## src/rtl/rft_pkg.sv

```systemverilog
package rft_pkg;

    localparam int unsigned DOTS_PER_LINE   = 341;
    localparam int unsigned LINES_PER_FRAME = 262;
    localparam int unsigned VISIBLE_LINES   = 240;
    localparam int unsigned VBLANK_LINE     = 241;
    localparam int unsigned FETCH_LAST_DOT  = 256;
    localparam int unsigned SPRITE_LAST_DOT = 320;

    typedef enum logic [1:0] {
        LC_VISIBLE = 2'd0,
        LC_IDLE    = 2'd1,
        LC_BLANK   = 2'd2,
        LC_PREP    = 2'd3
    } line_class_e;

    typedef enum logic [1:0] {
        WIN_NONE     = 2'd0,
        WIN_FETCH    = 2'd1,
        WIN_SPRITE   = 2'd2,
        WIN_PREFETCH = 2'd3
    } dot_window_e;

endpackage

```

## src/rtl/rft_counter.sv

```systemverilog
module rft_counter #(
    parameter int unsigned DOTS  = rft_pkg::DOTS_PER_LINE,
    parameter int unsigned LINES = rft_pkg::LINES_PER_FRAME,
    localparam int unsigned DW   = $clog2(DOTS),
    localparam int unsigned LW   = $clog2(LINES)
) (
    input  logic          clk_i,
    input  logic          rst_ni,
    output logic [DW-1:0] dot_o,
    output logic [LW-1:0] line_o,
    output logic          wrap_o
);

    localparam logic [DW-1:0] DOT_MAX  = DW'(DOTS - 1);
    localparam logic [LW-1:0] LINE_MAX = LW'(LINES - 1);

    typedef struct packed {
        logic [DW-1:0] dot;
        logic [LW-1:0] line;
    } pos_t;

    pos_t pos_d, pos_q;

    always_comb begin
        pos_d = pos_q;
        if (pos_q.dot == DOT_MAX) begin
            pos_d.dot = '0;
            if (pos_q.line == LINE_MAX) begin
                pos_d.line = '0;
            end else begin
                pos_d.line = pos_q.line + LW'(1);
            end
        end else begin
            pos_d.dot = pos_q.dot + DW'(1);
        end
    end

    always_ff @(posedge clk_i or negedge rst_ni) begin
        if (!rst_ni) begin
            pos_q <= '0;
        end else begin
            pos_q <= pos_d;
        end
    end

    assign dot_o  = pos_q.dot;
    assign line_o = pos_q.line;
    assign wrap_o = (pos_q.dot == DOT_MAX) && (pos_q.line == LINE_MAX);

    // dot stays in range, steps by one, wraps after its last value
    assert_dot_range_R1: assert property (@(posedge clk_i) disable iff (!rst_ni)
        pos_q.dot <= DOT_MAX);
    assert_dot_step_R1: assert property (@(posedge clk_i) disable iff (!rst_ni)
        (pos_q.dot != DOT_MAX) |=> (pos_q.dot == $past(pos_q.dot) + DW'(1)));
    assert_dot_wrap_R1: assert property (@(posedge clk_i) disable iff (!rst_ni)
        (pos_q.dot == DOT_MAX) |=> (pos_q.dot == '0));

    // line moves only at the end of a line and wraps after the last line
    assert_line_hold_R2: assert property (@(posedge clk_i) disable iff (!rst_ni)
        (pos_q.dot != DOT_MAX) |=> $stable(pos_q.line));
    assert_line_range_R2: assert property (@(posedge clk_i) disable iff (!rst_ni)
        pos_q.line <= LINE_MAX);
    assert_line_wrap_R2: assert property (@(posedge clk_i) disable iff (!rst_ni)
        wrap_o |=> (pos_q.line == '0));

endmodule

```

## src/rtl/rft_phase.sv

```systemverilog
module rft_phase #(
    parameter int unsigned DOTS        = rft_pkg::DOTS_PER_LINE,
    parameter int unsigned LINES       = rft_pkg::LINES_PER_FRAME,
    parameter int unsigned VIS_LINES   = rft_pkg::VISIBLE_LINES,
    parameter int unsigned BLANK_LINE  = rft_pkg::VBLANK_LINE,
    parameter int unsigned FETCH_LAST  = rft_pkg::FETCH_LAST_DOT,
    parameter int unsigned SPRITE_LAST = rft_pkg::SPRITE_LAST_DOT,
    localparam int unsigned DW         = $clog2(DOTS),
    localparam int unsigned LW         = $clog2(LINES),
    localparam int unsigned PXW        = $clog2(FETCH_LAST),
    localparam int unsigned PYW        = $clog2(VIS_LINES)
) (
    input  logic [DW-1:0]  dot_i,
    input  logic [LW-1:0]  line_i,
    output logic           fetch_o,
    output logic           sprite_o,
    output logic           prefetch_o,
    output logic           visible_o,
    output logic [PXW-1:0] px_x_o,
    output logic [PYW-1:0] px_y_o,
    output logic           set_o,
    output logic           autoclr_o
);

    import rft_pkg::*;

    localparam logic [LW-1:0] L_IDLE   = LW'(VIS_LINES);
    localparam logic [LW-1:0] L_BLANK  = LW'(BLANK_LINE);
    localparam logic [LW-1:0] L_PREP   = LW'(LINES - 1);
    localparam logic [DW-1:0] D_FETCH  = DW'(FETCH_LAST);
    localparam logic [DW-1:0] D_SPRITE = DW'(SPRITE_LAST);

    line_class_e lclass;
    dot_window_e win;
    logic        rendering;

    always_comb begin
        if (line_i < L_IDLE) begin
            lclass = LC_VISIBLE;
        end else if (line_i == L_IDLE) begin
            lclass = LC_IDLE;
        end else if (line_i == L_PREP) begin
            lclass = LC_PREP;
        end else begin
            lclass = LC_BLANK;
        end
    end

    assign rendering = (lclass == LC_VISIBLE) || (lclass == LC_PREP);

    always_comb begin
        win = WIN_NONE;
        if (rendering && (dot_i != '0)) begin
            if (dot_i <= D_FETCH) begin
                win = WIN_FETCH;
            end else if (dot_i <= D_SPRITE) begin
                win = WIN_SPRITE;
            end else begin
                win = WIN_PREFETCH;
            end
        end
    end

    assign fetch_o    = (win == WIN_FETCH);
    assign sprite_o   = (win == WIN_SPRITE);
    assign prefetch_o = (win == WIN_PREFETCH);
    assign visible_o  = (win == WIN_FETCH) && (lclass == LC_VISIBLE);

    always_comb begin
        px_x_o = '0;
        px_y_o = '0;
        if (visible_o) begin
            px_x_o = PXW'(dot_i - DW'(1));
            px_y_o = PYW'(line_i);
        end
    end

    assign set_o     = (line_i == L_BLANK) && (dot_i == '0);
    assign autoclr_o = (lclass == LC_PREP) && (dot_i == DW'(1));

endmodule

```

## src/rtl/rft_vblank.sv

```systemverilog
module rft_vblank (
    input  logic clk_i,
    input  logic rst_ni,
    input  logic set_i,
    input  logic autoclr_i,
    input  logic clr_i,
    input  logic wrap_i,
    input  logic nmi_en_i,
    output logic vblank_o,
    output logic nmi_o,
    output logic frame_done_o
);

    typedef struct packed {
        logic flag;
        logic done;
    } flag_t;

    flag_t st_d, st_q;

    always_comb begin
        st_d      = st_q;
        st_d.done = wrap_i;
        if (set_i) begin
            st_d.flag = 1'b1;
        end else if (clr_i || autoclr_i) begin
            st_d.flag = 1'b0;
        end
    end

    always_ff @(posedge clk_i or negedge rst_ni) begin
        if (!rst_ni) begin
            st_q <= '0;
        end else begin
            st_q <= st_d;
        end
    end

    assign vblank_o     = st_q.flag;
    assign nmi_o        = st_q.flag & nmi_en_i;
    assign frame_done_o = st_q.done;

    // the start of blanking always leaves the flag set
    assert_flag_set_R6: assert property (@(posedge clk_i) disable iff (!rst_ni)
        set_i |=> vblank_o);
    // a clear request empties the flag unless the set coincides
    assert_flag_clear_R7: assert property (@(posedge clk_i) disable iff (!rst_ni)
        (clr_i && !set_i) |=> !vblank_o);
    // the preparation line empties the flag
    assert_flag_auto_R8: assert property (@(posedge clk_i) disable iff (!rst_ni)
        autoclr_i |=> !vblank_o);
    // with no event the flag keeps its value
    assert_flag_hold_R6: assert property (@(posedge clk_i) disable iff (!rst_ni)
        (!set_i && !clr_i && !autoclr_i) |=> $stable(vblank_o));
    // no request without the flag
    assert_nmi_gate_R9: assert property (@(posedge clk_i) disable iff (!rst_ni)
        nmi_o |-> vblank_o);
    // the frame pulse lasts one cycle and follows the wrap
    assert_done_after_wrap_R10: assert property (@(posedge clk_i) disable iff (!rst_ni)
        wrap_i |=> frame_done_o);
    assert_done_single_R10: assert property (@(posedge clk_i) disable iff (!rst_ni)
        frame_done_o |=> !frame_done_o);

endmodule

```

## src/rtl/raster_timing_gen.sv

```systemverilog
module raster_timing_gen #(
    parameter int unsigned DOTS        = rft_pkg::DOTS_PER_LINE,
    parameter int unsigned LINES       = rft_pkg::LINES_PER_FRAME,
    parameter int unsigned VIS_LINES   = rft_pkg::VISIBLE_LINES,
    parameter int unsigned BLANK_LINE  = rft_pkg::VBLANK_LINE,
    parameter int unsigned FETCH_LAST  = rft_pkg::FETCH_LAST_DOT,
    parameter int unsigned SPRITE_LAST = rft_pkg::SPRITE_LAST_DOT,
    localparam int unsigned DW         = $clog2(DOTS),
    localparam int unsigned LW         = $clog2(LINES),
    localparam int unsigned PXW        = $clog2(FETCH_LAST),
    localparam int unsigned PYW        = $clog2(VIS_LINES)
) (
    input  logic           clk_i,
    input  logic           rst_ni,
    input  logic           nmi_en_i,
    input  logic           vblank_clr_i,
    output logic [DW-1:0]  dot_o,
    output logic [LW-1:0]  line_o,
    output logic           fetch_o,
    output logic           sprite_o,
    output logic           prefetch_o,
    output logic           visible_o,
    output logic [PXW-1:0] px_x_o,
    output logic [PYW-1:0] px_y_o,
    output logic           vblank_o,
    output logic           nmi_o,
    output logic           frame_done_o
);

    logic wrap;
    logic blank_set;
    logic blank_autoclr;

    rft_counter #(
        .DOTS  (DOTS),
        .LINES (LINES)
    ) u_counter (
        .clk_i  (clk_i),
        .rst_ni (rst_ni),
        .dot_o  (dot_o),
        .line_o (line_o),
        .wrap_o (wrap)
    );

    rft_phase #(
        .DOTS        (DOTS),
        .LINES       (LINES),
        .VIS_LINES   (VIS_LINES),
        .BLANK_LINE  (BLANK_LINE),
        .FETCH_LAST  (FETCH_LAST),
        .SPRITE_LAST (SPRITE_LAST)
    ) u_phase (
        .dot_i      (dot_o),
        .line_i     (line_o),
        .fetch_o    (fetch_o),
        .sprite_o   (sprite_o),
        .prefetch_o (prefetch_o),
        .visible_o  (visible_o),
        .px_x_o     (px_x_o),
        .px_y_o     (px_y_o),
        .set_o      (blank_set),
        .autoclr_o  (blank_autoclr)
    );

    rft_vblank u_vblank (
        .clk_i        (clk_i),
        .rst_ni       (rst_ni),
        .set_i        (blank_set),
        .autoclr_i    (blank_autoclr),
        .clr_i        (vblank_clr_i),
        .wrap_i       (wrap),
        .nmi_en_i     (nmi_en_i),
        .vblank_o     (vblank_o),
        .nmi_o        (nmi_o),
        .frame_done_o (frame_done_o)
    );

    // no work window on the idle and blanking lines
    assert_idle_lines_R4: assert property (@(posedge clk_i) disable iff (!rst_ni)
        (line_o >= LW'(VIS_LINES) && line_o < LW'(LINES - 1))
            |-> !(fetch_o || sprite_o || prefetch_o));
    // a visible pixel only ever lies inside the fetch window
    assert_visible_in_fetch_R5: assert property (@(posedge clk_i) disable iff (!rst_ni)
        visible_o |-> fetch_o);
    // the frame pulse coincides with the origin of the raster
    assert_done_at_origin_R10: assert property (@(posedge clk_i) disable iff (!rst_ni)
        frame_done_o |-> (dot_o == '0 && line_o == '0));
    // the flag rises only at the second dot of the first blanking line
    assert_flag_rise_R6: assert property (@(posedge clk_i) disable iff (!rst_ni)
        $rose(vblank_o) |-> (line_o == LW'(BLANK_LINE) && dot_o == DW'(1)));

endmodule

```

## config.mk

```make
export PLATFORM = sky130hd
export DESIGN_NAME = raster_timing_gen
export DESIGN_NICKNAME = d
export VERILOG_FILES = /design/src/rtl/rft_pkg.sv /design/src/rtl/rft_counter.sv /design/src/rtl/rft_phase.sv /design/src/rtl/rft_vblank.sv /design/src/rtl/raster_timing_gen.sv
export SDC_FILE = /design/constraint.sdc
export NUM_CORES = 1
export LEC_CHECK = 0
export BUFFER_PORTS_ARGS = -buffer_cell sky130_fd_sc_hd__buf_2
export CORE_MARGIN = 2
export CORE_UTILIZATION = 48
export DETAILED_ROUTE_END_ITERATION = 8
export MAX_ROUTING_LAYER = met4
export PLACE_DENSITY = 0.84
export REMOVE_ABC_BUFFERS = 1
export SETUP_SLACK_MARGIN = 0.05
export SLEW_MARGIN = 20
export SYNTH_ARGS = -nofsm -noshare
export SYNTH_HDL_FRONTEND = slang
export SYNTH_SLANG_ARGS = --single-unit
```

## constraint.sdc

```tcl
create_clock -name clk_i -period 2.6 [get_ports clk_i]
set_input_delay 0.39 -clock clk_i [delete_from_list [all_inputs] [get_ports clk_i]]
set_output_delay 0.39 -clock clk_i [all_outputs]
set_load 0.01 [all_outputs]
```

==> metrics <==
FF+latch count, synth=20; Setup Skew=around 0.007 ns; Routed Antenna Nets=0; largest net degree at the start of global routing=21; DRT Wirelength=3770 um; min Tclk post-route=2.72 ns; first-pass GRT wire length=6030 um; post-DR vias/cell=roughly 5.6; final hold slack=0.0126 ns; clk sinks=20; Worst Path Buf+Inv=2; DRT Pass-1 Iters=6; PwrDens=255 nW/um^2; period utilization=1.05; fmax=368 MHz; Worst Path Arrival=2.33 ns; # Max-Cap Violations=0; power consumption=between 0.5 and 0.6 mW; Reg clk slew, reported paths=about 0.12 ns; CTS tree=built; Post-synth EDFFs=0; ys async rst share=1.00; grt ovf=0; setup violators final=19; VDD IR max=approximately 0.32 mV; CP Class=reg -> out; Hold WC Path Type=in -> async; clk_lat worst skew=0.30 ns; Final Slew Violations=0; CTS root buffer=clkbuf_4; Iteration-0 DRC Markers=73; Final Hold Fails=0; syn avg cell area=8.57 sq um; Reg area=between 500 and 600 sq um; Slowest-stage cell, CP=dfrtp_1; Max Root-Sink Buffers=2; per-cell routed wire length=14.6 um; CP endpoint kind=primary output; area grow syn2layout=38.8%; Post-synth top flop=dfrtp_1; # rows=19; Inserted Clock Buffers=3; post-synth top area cell=dfrtp_1; static leakage=0.986 nW; most numerous cell in the Yosys netlist=nor2_1; placer congestion estimate=a little under 0.9; FILL cells=210; Starting Density=0.510; status=finished with violations; kind of cell adding the most delay to the critical path=simple AND/OR/NAND/NOR gates; Yosys top cell area share=0.350; Ports=45; Post-Route Setup TNS=-1.35 ns; critical path cell sequence=ha_4 -> and4b_1 -> and2_4 -> o22a_1 -> ha_4 -> nor2b_4 -> buf_6 -> and3_4 -> buf_6; sequential fraction of the synthesis area=0.350; violated checks=DRC, setup timing; die height=58.6 um; post-synthesis cell type count=36; die width=between 50 and 60 um; nets=241; Worst Path Max Fanout=6; Mapped Area=1430 sq um; Worst-Margin Slew=0.460 ns; Worst Path Required=about 2.2 ns; CP Launch Type=flip-flop; area of the multi-input gates=971 sq um; vias in the first global route=between 1,000 and 1,500; Detail Placement HPWL=2500 um; CP max stage delay=0.44 ns; Synth top cells by count=nor2_1, dfrtp_1, xnor2_1; Post-route DRC=3; worst rel slew slack=0.693; synth warn=0; RSZ-0062 raised after global routing=yes; antenna violations before repair=0; Synth Instances=between 150 and 200; H-tree Lvls=1; Die ar.=~3400 sq um; top cells by area, synth=dfrtp_1, xnor2_1, ha_1; n_diodes=0; layout cells sized above 1=0.414; routed via count=~1,500; core area=about 2800 sq um; final setup margin=-0.117 ns; Global Route Usage Sum=0.233; IO buf count=between 40 and 50
## power breakdown
group | internal, mW | switching, mW
clock network | 0.0854 | 0.103
logic | 0.00168 | 0.00643
registers | 0.311 | 0.0000000000000000406
total | 0.398 | 0.109
## kinds of logic after synthesis
kind of cell / after synthesis / share of synthesized area
DFF: 20 / 0.350
buffers and inverters: 18 / 0.0725
AOI/OAI and AO/OA: 21 / 0.0830
xor gates and xnor gates: 16 / 0.0979
adders and majority gates: 9 / 0.0787
muxes: 1 / 0.00699
and+or+nand+nor: 82 / 0.311
## final timing paths
check,cells past startpoint,endpoint,startpoint,slack (ns)
max,9,px_y_o[3],u_counter.line_o[0],-0.12
min,1,u_vblank.frame_done_o,rst_ni,0.01
max reg2reg,7,u_counter.line_o[0],u_counter.dot_o[1],0.70
min reg2reg,2,u_vblank.vblank_o,u_vblank.vblank_o,0.59
max in group asynchronous,1,u_counter.dot_o[3],rst_ni,2.24
min in group clk_i,4,u_vblank.vblank_o,vblank_clr_i,0.38
## cell usage in the layout, fill, tap and decap left out, types with 3 or more instances in the layout
cell type and instances:
buf_6 6, o21ai_0 8, and3_1 7, and3_4 4, ha_1 6, clkbuf_4 3, xor2_1 3, nor2_1 21
nand3_1 9, nand4_1 6, nor2b_1 3, dfrtp_1 19, buf_4 18, ha_4 3, buf_2 40, a21oi_1 4
xnor2_1 13, and4_1 3, nand2_1 8, inv_1 7
## per-layer routing
layer  vias to the layer above  global-route usage  wire [um]
met3                         6              0.0330        181
met1                       705               0.313       1680
met2                        42               0.374       1860
li1                        697                   -          -
met5                         -                   -          0
met4                         0              0.0584         41
## worst register-to-register path, cell delays in order (launching register included)
cell     delay [ns]
dfrtp_1        0.40
inv_1          0.13
ha_1           0.18
nor2b_4        0.23
and4_1         0.43
buf_4          0.23
nand2_1        0.06
mux2i_1        0.17
## final cells by class
type | count | area share
clock buffers | 4 | 0.0183
well taps | 31 | 0.0195
multi-input cells | 130 | 0.489
flip-flops and latches | 20 | 0.253
inverters | 9 | 0.0183
repair buffers | 64 | 0.203
## state kept, by name (all words and copies together), names as in the netlist
name and count:
u_counter.line_o 9, u_vblank.frame_done_o 1, u_counter.dot_o 9, u_vblank.vblank_o 1
## what timing repair did
| action | CTS | global route |
|---|---|---|
| hold buffers | 0 | 0 |
| gates cloned | 1 | 0 |
| resized for setup | 19 | 17 |
| endpoints found under the setup margin | 19 | 20 |
| pin swaps | 10 | 6 |
| buffers inserted | 2 | 1 |
## stage by stage
step	setup slack, ns	utilization	instance area [sq um]	instances
6_report	-0.117	0.708	1990	258
5_1_grt	-0.194	0.708	1990	258
4_1_cts	-0.0433	0.673	1890	257
3_5_place_dp	-0.0744	0.623	1750	250
3_3_place_gp	0.0308	0.623	1750	250
2_1_floorplan	-0.0548	-	1360	158
Power figures use the tool's default switching activity.
